### src/rtl/lvl_irq_router.sv
module lvl_irq_router #(
  parameter int NSRC = 9,
  parameter int NLINE = 3,
  parameter int AW = 6,
  parameter logic [NSRC-1:0] FIX_MASK = 9'h106,
  parameter logic [NSRC-1:0] FIX_HIGH = 9'h102
) (
  input  logic             clk,
  input  logic             rst_n,
  input  logic [NSRC-1:0]  src_in,
  input  logic             bus_we,
  input  logic [AW-1:0]    bus_addr,
  input  logic [31:0]      bus_wdata,
  output logic [31:0]      bus_rdata,
  output logic [NLINE-1:0] irq_out
);
  localparam int PB = 16;
  localparam int WI = AW - 2;

  logic [NSRC-1:0] sync1, sync2, pol_q, act_high, active;
  logic [NSRC-1:0] en_q [NLINE];
  logic [NSRC-1:0] pend_q [NLINE];
  logic [NSRC*NLINE-1:0] en_flat, pend_flat;
  logic [WI-1:0] widx;

  assign widx     = bus_addr[AW-1:2];
  assign act_high = (FIX_MASK & FIX_HIGH) | (~FIX_MASK & pol_q);
  assign active   = ~(sync2 ^ act_high);

  always_ff @(posedge clk or negedge rst_n) begin
    if (!rst_n) begin
      sync1 <= '0;
      sync2 <= '0;
      pol_q <= '0;
    end else begin
      sync1 <= src_in;
      sync2 <= sync1;
      if (bus_we && widx == '0) pol_q <= bus_wdata[NSRC-1:0];
    end
  end

  genvar n;
  generate
    for (n = 0; n < NLINE; n++) begin : g_line
      logic            hit;
      logic [NSRC-1:0] en_nx, ack;
      assign hit   = bus_we && (widx == WI'(n + 1));
      assign en_nx = hit ? bus_wdata[NSRC-1:0] : en_q[n];
      assign ack   = hit ? bus_wdata[PB +: NSRC] : '0;
      always_ff @(posedge clk or negedge rst_n) begin
        if (!rst_n) begin
          en_q[n]   <= '0;
          pend_q[n] <= '0;
        end else begin
          en_q[n]   <= en_nx;
          pend_q[n] <= (pend_q[n] & ~ack) | (active & en_nx);
        end
      end
      assign irq_out[n] = |pend_q[n];
      assign en_flat[n*NSRC +: NSRC]   = en_q[n];
      assign pend_flat[n*NSRC +: NSRC] = pend_q[n];
    end
  endgenerate

  always_comb begin
    bus_rdata = '0;
    if (widx == '0) bus_rdata[NSRC-1:0] = pol_q;
    for (int k = 0; k < NLINE; k++) begin
      if (widx == WI'(k + 1)) begin
        bus_rdata[NSRC-1:0]    = en_q[k];
        bus_rdata[PB +: NSRC]  = pend_q[k];
      end
    end
  end
endmodule


### config.mk
export PLATFORM = sky130hd
export DESIGN_NAME = lvl_irq_router
export DESIGN_NICKNAME = d
export VERILOG_FILES = /design/src/rtl/lvl_irq_router.sv
export SDC_FILE = /design/constraint.sdc
export NUM_CORES = 1
export LEC_CHECK = 0
export ABC_AREA = 1
export ABC_CLOCK_PERIOD_IN_PS = 1800
export BUFFER_PORTS_ARGS = -buffer_cell sky130_fd_sc_hd__buf_2
export CAP_MARGIN = 20
export CORE_MARGIN = 2
export CORE_UTILIZATION = 54
export CTS_CLUSTER_SIZE = 12
export DETAILED_ROUTE_END_ITERATION = 16
export GPL_TIMING_DRIVEN = 0
export PLACE_DENSITY = 0.79
export SLEW_MARGIN = 20
export SYNTH_ARGS = -nofsm -noshare
export SYNTH_HDL_FRONTEND = slang
export SYNTH_SLANG_ARGS = --single-unit
### constraint.sdc
create_clock -name clk -period 1.8 [get_ports clk]
set_clock_uncertainty 0.2 [all_clocks]
set_input_delay 0.18 -clock clk [delete_from_list [all_inputs] [get_ports clk]]
set_output_delay 0.18 -clock clk [all_outputs]
set_load 0.03 [all_outputs]
* Yosys cells after proc, flatten, opt, wreduce, memory -nomap -nowiden
Index checks and enable logic that the tools add are counted.
** Word-level totals
- Register bits after elaboration :: 81
- Output and inout port bits :: 35
- Logic and storage cells :: 47
** Operators by class
- Reductions and logical operators :: 8
- Bitwise logic cells :: 14
- Multiplexer cells :: 13
- Eq/ne operators :: 3
** Operator list (number)
- two-way mux 9 bit :: 13
- AND 9 bit :: 6
- NOT 9 bit :: 4
- bitwise OR 9 bit :: 3
- OR reduction 9 bit :: 3
- bitwise XOR 9 bit :: 1
- == test 4 x 2 -> 1 bit, second input constant :: 2
- == test 4 x 1 -> 1 bit, second input constant :: 1
- logical AND 1 bit :: 4
- logical NOT 4 bit :: 1

* Logic depth before layout (Yosys ltp)
- Depth after elaboration :: 6
- Depth in mapped cells :: 8
- Mapped depth without buffers :: 6

* Least setup slack after synthesis
Ideal clock, no wire load.
- Kind :: input -> output
- Start point :: input bus_addr[5]
- End point :: output bus_rdata[19]
- Path slack :: 0.139 ns
- Stages on the path :: 7
- Buffers on the path :: 2
- Data arrival time :: 1.281 ns
- Cell sequence :: nor2_1 -> buf_4 -> nand2_1 -> nor2_1 -> buf_2 -> nand2_1 -> nand3_1
** On the way
- Longest elaborated chain between the ends :: 4
- Elaborated cells between the ends (all ways) :: 6
- Classes of those cells :: eq/ne (3); mux (3)
** RTL lines
- from (decl) :: RTL line 12 : input logic [AW-1:0] bus_addr,
- == test 4 x 1 -> 1 bit :: RTL line 69 : if (widx == WI'(k + 1)) begin
- two-way mux 9 bit (2 in a row) :: RTL line 69
- two-way mux 9 bit * :: RTL line 69
- to (decl) :: RTL line 14 : output logic [31:0] bus_rdata,
Mark *: on every way between the ends. The rest lies on a longest branch, timed or not.

* Worst setup path after layout
- Start point :: input bus_addr[5]
- End point :: output bus_rdata[7]
** On the way
- Longest elaborated chain between the ends :: 5
- Elaborated cells between the ends (all ways) :: 8
- Classes of those cells :: eq/ne (3); mux (4); reduce/logical (1)
** RTL lines
- logical NOT 4 bit :: RTL line 67 : if (widx == '0) bus_rdata[NSRC-1:0] = pol_q;
- two-way mux 9 bit :: RTL line 67
- two-way mux 9 bit (2 in a row) :: RTL line 69
- two-way mux 9 bit * :: RTL line 69
Marks and branches as above.

==> results.py <==
metrics = {
    "outcome": {
        "status": "complete, no violations",
    },
    "place": {
        "port_buffers": 54,
        "place_hpwl_um": 7210,
        "place.gp.congestion": 0.912,
        "dp.cells": 629,
    },
    "timing": {
        "max_freq_ghz": 0.561,
        "post-route-min-period_ns": 1.78,
        "fin_crit_sh_pct": 99.0,
        "hold_viol": 0,
        "tns_ns": 0,
        "final_max_slew_viol_count": 0,
        "holdWs_ns": 0.00770,
        "finalSetupViolCount": 0,
        "slew_headroom_pct": 63.2,
        "worst_pin_slew_ns": 0.551,
    },
    "yosys": {
        "ys_ff_latch": 81,
        "synth.top_cells.by_area": "dfrtp_1 51%, nand2_1 10%, nand3_1 7.4%, nand4_1 6.2%, inv_1 4.6%",
        "ys_warn_count": 0,
        "synth.most_common_cell": "nand2_1",
        "yosysUniqueCellTypes": 24,
        "synth_edf_count": 0,
        "syn_avg_cell_area_um2": 8.53,
        "async_flop_share_pct": 100,
        "synth_top_area_share_pct": 51.4,
        "synth_common_cells": "109 x nand2_1, 81 x dfrtp_1, 58 x nand3_1",
        "netlist_instances": 462,
        "synthesis.area_um2": 3940,
        "yosysSeqAreaShare_pct": 51.4,
        "synth_area_leader_cell": "dfrtp_1",
        "ys.flop_type": "dfrtp_1",
    },
    "global_routing": {
        "grt_max_degree": 47,
        "use_met1_pct": 37.3,
        "antenna_found_initial": 0,
        "grt_use_total_pct": 28.0,
        "busiest_layer": "met2",
        "grt_pass1_vias": 3438,
        "grt_use_met2_pct": 44.6,
        "grt_pass1_wl_um": 16500,
        "grt_overflow": 0,
        "use_met3_pct": 5.45,
    },
    "pwr": {
        "p_sw_mw": 1.35,
        "ir_worst_vdd_v": 0.000693,
        "p_leak_nw": 2.37,
        "switching_share_pct": 29.3,
        "clockPowerShare_pct": 31.2,
        "p_seq_share_pct": 47.2,
        "pwr-share-comb_pct": 21.6,
        "powerDensity_nw_per_um2": 902,
        "internal_power_mw": 3.24,
    },
    "worst_setup_path": {
        "worst-path-buf-inv": 4,
        "end_kind": "output port",
        "startpoint_type": "primary input",
        "crit_path_start": "bus_addr[5]",
        "crit_required_ns": 1.42,
        "cp_slowest_stage_delay_ns": 0.23,
        "cp.arrival_ns": 1.40,
        "crit_slowest_cell": "nor2_4",
        "cp_max_fo": 7,
        "path_class": "in -> out",
        "reg2reg_from": "pol_q[0]",
        "cp_top_family": "buffers and inverters",
        "worstPathCellList": "buf_2 > nor2_4 > buf_6 > nand2_1 > nor2_4 > clkbuf_16 > nand2_1 > nand4_1 > buf_2",
    },
    "clock_network": {
        "cts_num_sinks": 81,
        "cts_made_buffers": 9,
        "clkTransAtPathRegs_ns": 0.07,
        "cts_root_buffer": "clkbuf_8",
        "tritoncts": "done",
        "clock_latency_ns": 0.35,
        "cts.path.max_buffers": 2,
        "htreeDepth": 3,
    },
    "finish": {
        "fin_cells": 681,
        "final_nets": 628,
        "final_layout_size_suffix_gt1_share_pct": 21.3,
        "fin_util_pct": 71.0,
        "areaGrowthSynthToFinish_pct": 29.2,
        "fillers": 545,
        "diodes": 0,
    },
    "min_path": {
        "min_from": "bus_wdata[20]",
        "hold_class": "in -> reg",
    },
    "route": {
        "viasPerCell": 5.42,
        "wl_per_cell_um": 16.1,
        "vias": 3692,
        "ant_nets": 0,
        "drtIter0Drc": 322,
        "drc": 0,
        "firstDrtPassIters": 5,
        "wirelength_um": 10900,
    },
    "floorplan": {
        "die_h_um": 89.4,
        "core_um2": 7180,
        "floorplan.rows": 31,
        "start_util_pct": 54.9,
        "die_w_um": 89.4,
        "dieArea_um2": 8000,
        "ios": 85,
    },
    "job": {
        "maxCapViolCount": 0,
    },
}
## cells in the final DEF, fill, tap and decap left out, drive strengths merged
cell           n
bufinv         2
clkinv         2
xnor2          6
nor3           3
dfrtp         81
and2          27
nand2        109
inv           50
buf           93
nor2          16
conb          14
o21ai         27
o21a           9
nand3         61
nand4         39
dlygate4sd3   27
clkbuf        16
## logic make-up after synthesis
group	after synthesis	share of synthesized area [%]
xor+xnor	6	1.33
buf+inv	83	10.3
flops	81	51.4
other cells	1	0.0952
compound gates	36	5.14
simple gates	255	31.7
## sequential cells by signal, summed over array words and instances (netlist names)
signal / flops
pol_q: 9
pend_flat: 27
en_flat: 27
sync1: 9
sync2: 9
## layout make-up
| type | count | area [µm²] | share of cell area, % |
|---|---|---|---|
| plain buffers | 31 | 241 | 4.74 |
| well taps | 99 | 124 | 2.43 |
| multi-input cells | 311 | 1590 | 31.3 |
| clock buffers | 12 | 145 | 2.85 |
| flip-flops and latches | 81 | 2030 | 39.8 |
| clock inverters | 3 | 65.1 | 1.28 |
| repair buffers | 93 | 699 | 13.7 |
| inverters | 51 | 196 | 3.86 |
## path summary, 6_finish.rpt
kind	endpoint	slack [ns]	cells after the start
setup / recovery	bus_rdata[7]	0.02	9
hold / removal	pend_flat[22]	0.008	4
setup reg to reg	pend_flat[9]	0.57	3
hold reg to reg	sync2[4]	0.15	0
max in group asynchronous	pend_flat[22]	0.69	3
min in group asynchronous	pol_q[6]	0.13	2
## metrics by stage
stage / area (µm²) / power [mW] / setup slack, ns
final: 5090 / 4.59 / 0.0186
after global routing: 5090 / 4.80 / -0.0186
after CTS: 4970 / 4.55 / 0.00614
after detailed placement: 4410 / 3.06 / -0.278
after global placement: 4380 / 3.02 / -0.258
after floorplan: 3990 / 2.78 / 0.139
## tightest hold or removal path: cells and delay by family
family / cells / cell delay (ns)
AOI/OAI and AO/OA: 1 / 0.10
buffers and inverters: 2 / 0.18
and+or+nand+nor: 1 / 0.07
## per-layer routing
metal  wire length [µm]  vias to the layer above
li1                   -                     1718
met1               4420                     1710
met2               5130                      236
met3               1090                       28
met4                296                        0
met5                  0                        -
## power groups by stage
stage / clock [mW] / combinational, mW / sequential (mW)
final: 1.43 / 0.990 / 2.17
after global routing: 1.53 / 1.08 / 2.19
after CTS: 1.45 / 0.939 / 2.16
after detailed placement: 0 / 0.867 / 2.20
after global placement: 0 / 0.836 / 2.18
after floorplan: 0 / 0.613 / 2.16
## what timing repair did
action | in CTS | in global routing
setup endpoints to repair | 18 | 19
hold buffers | 27 | 0
endpoints found under the hold margin | 97 | 0
gates cloned | 0 | 1
pin swaps | 0 | 4
gates resized for setup | 16 | 18
setup buffers | 5 | 5
No activity file was read; power rests on OpenSTA's default activity.
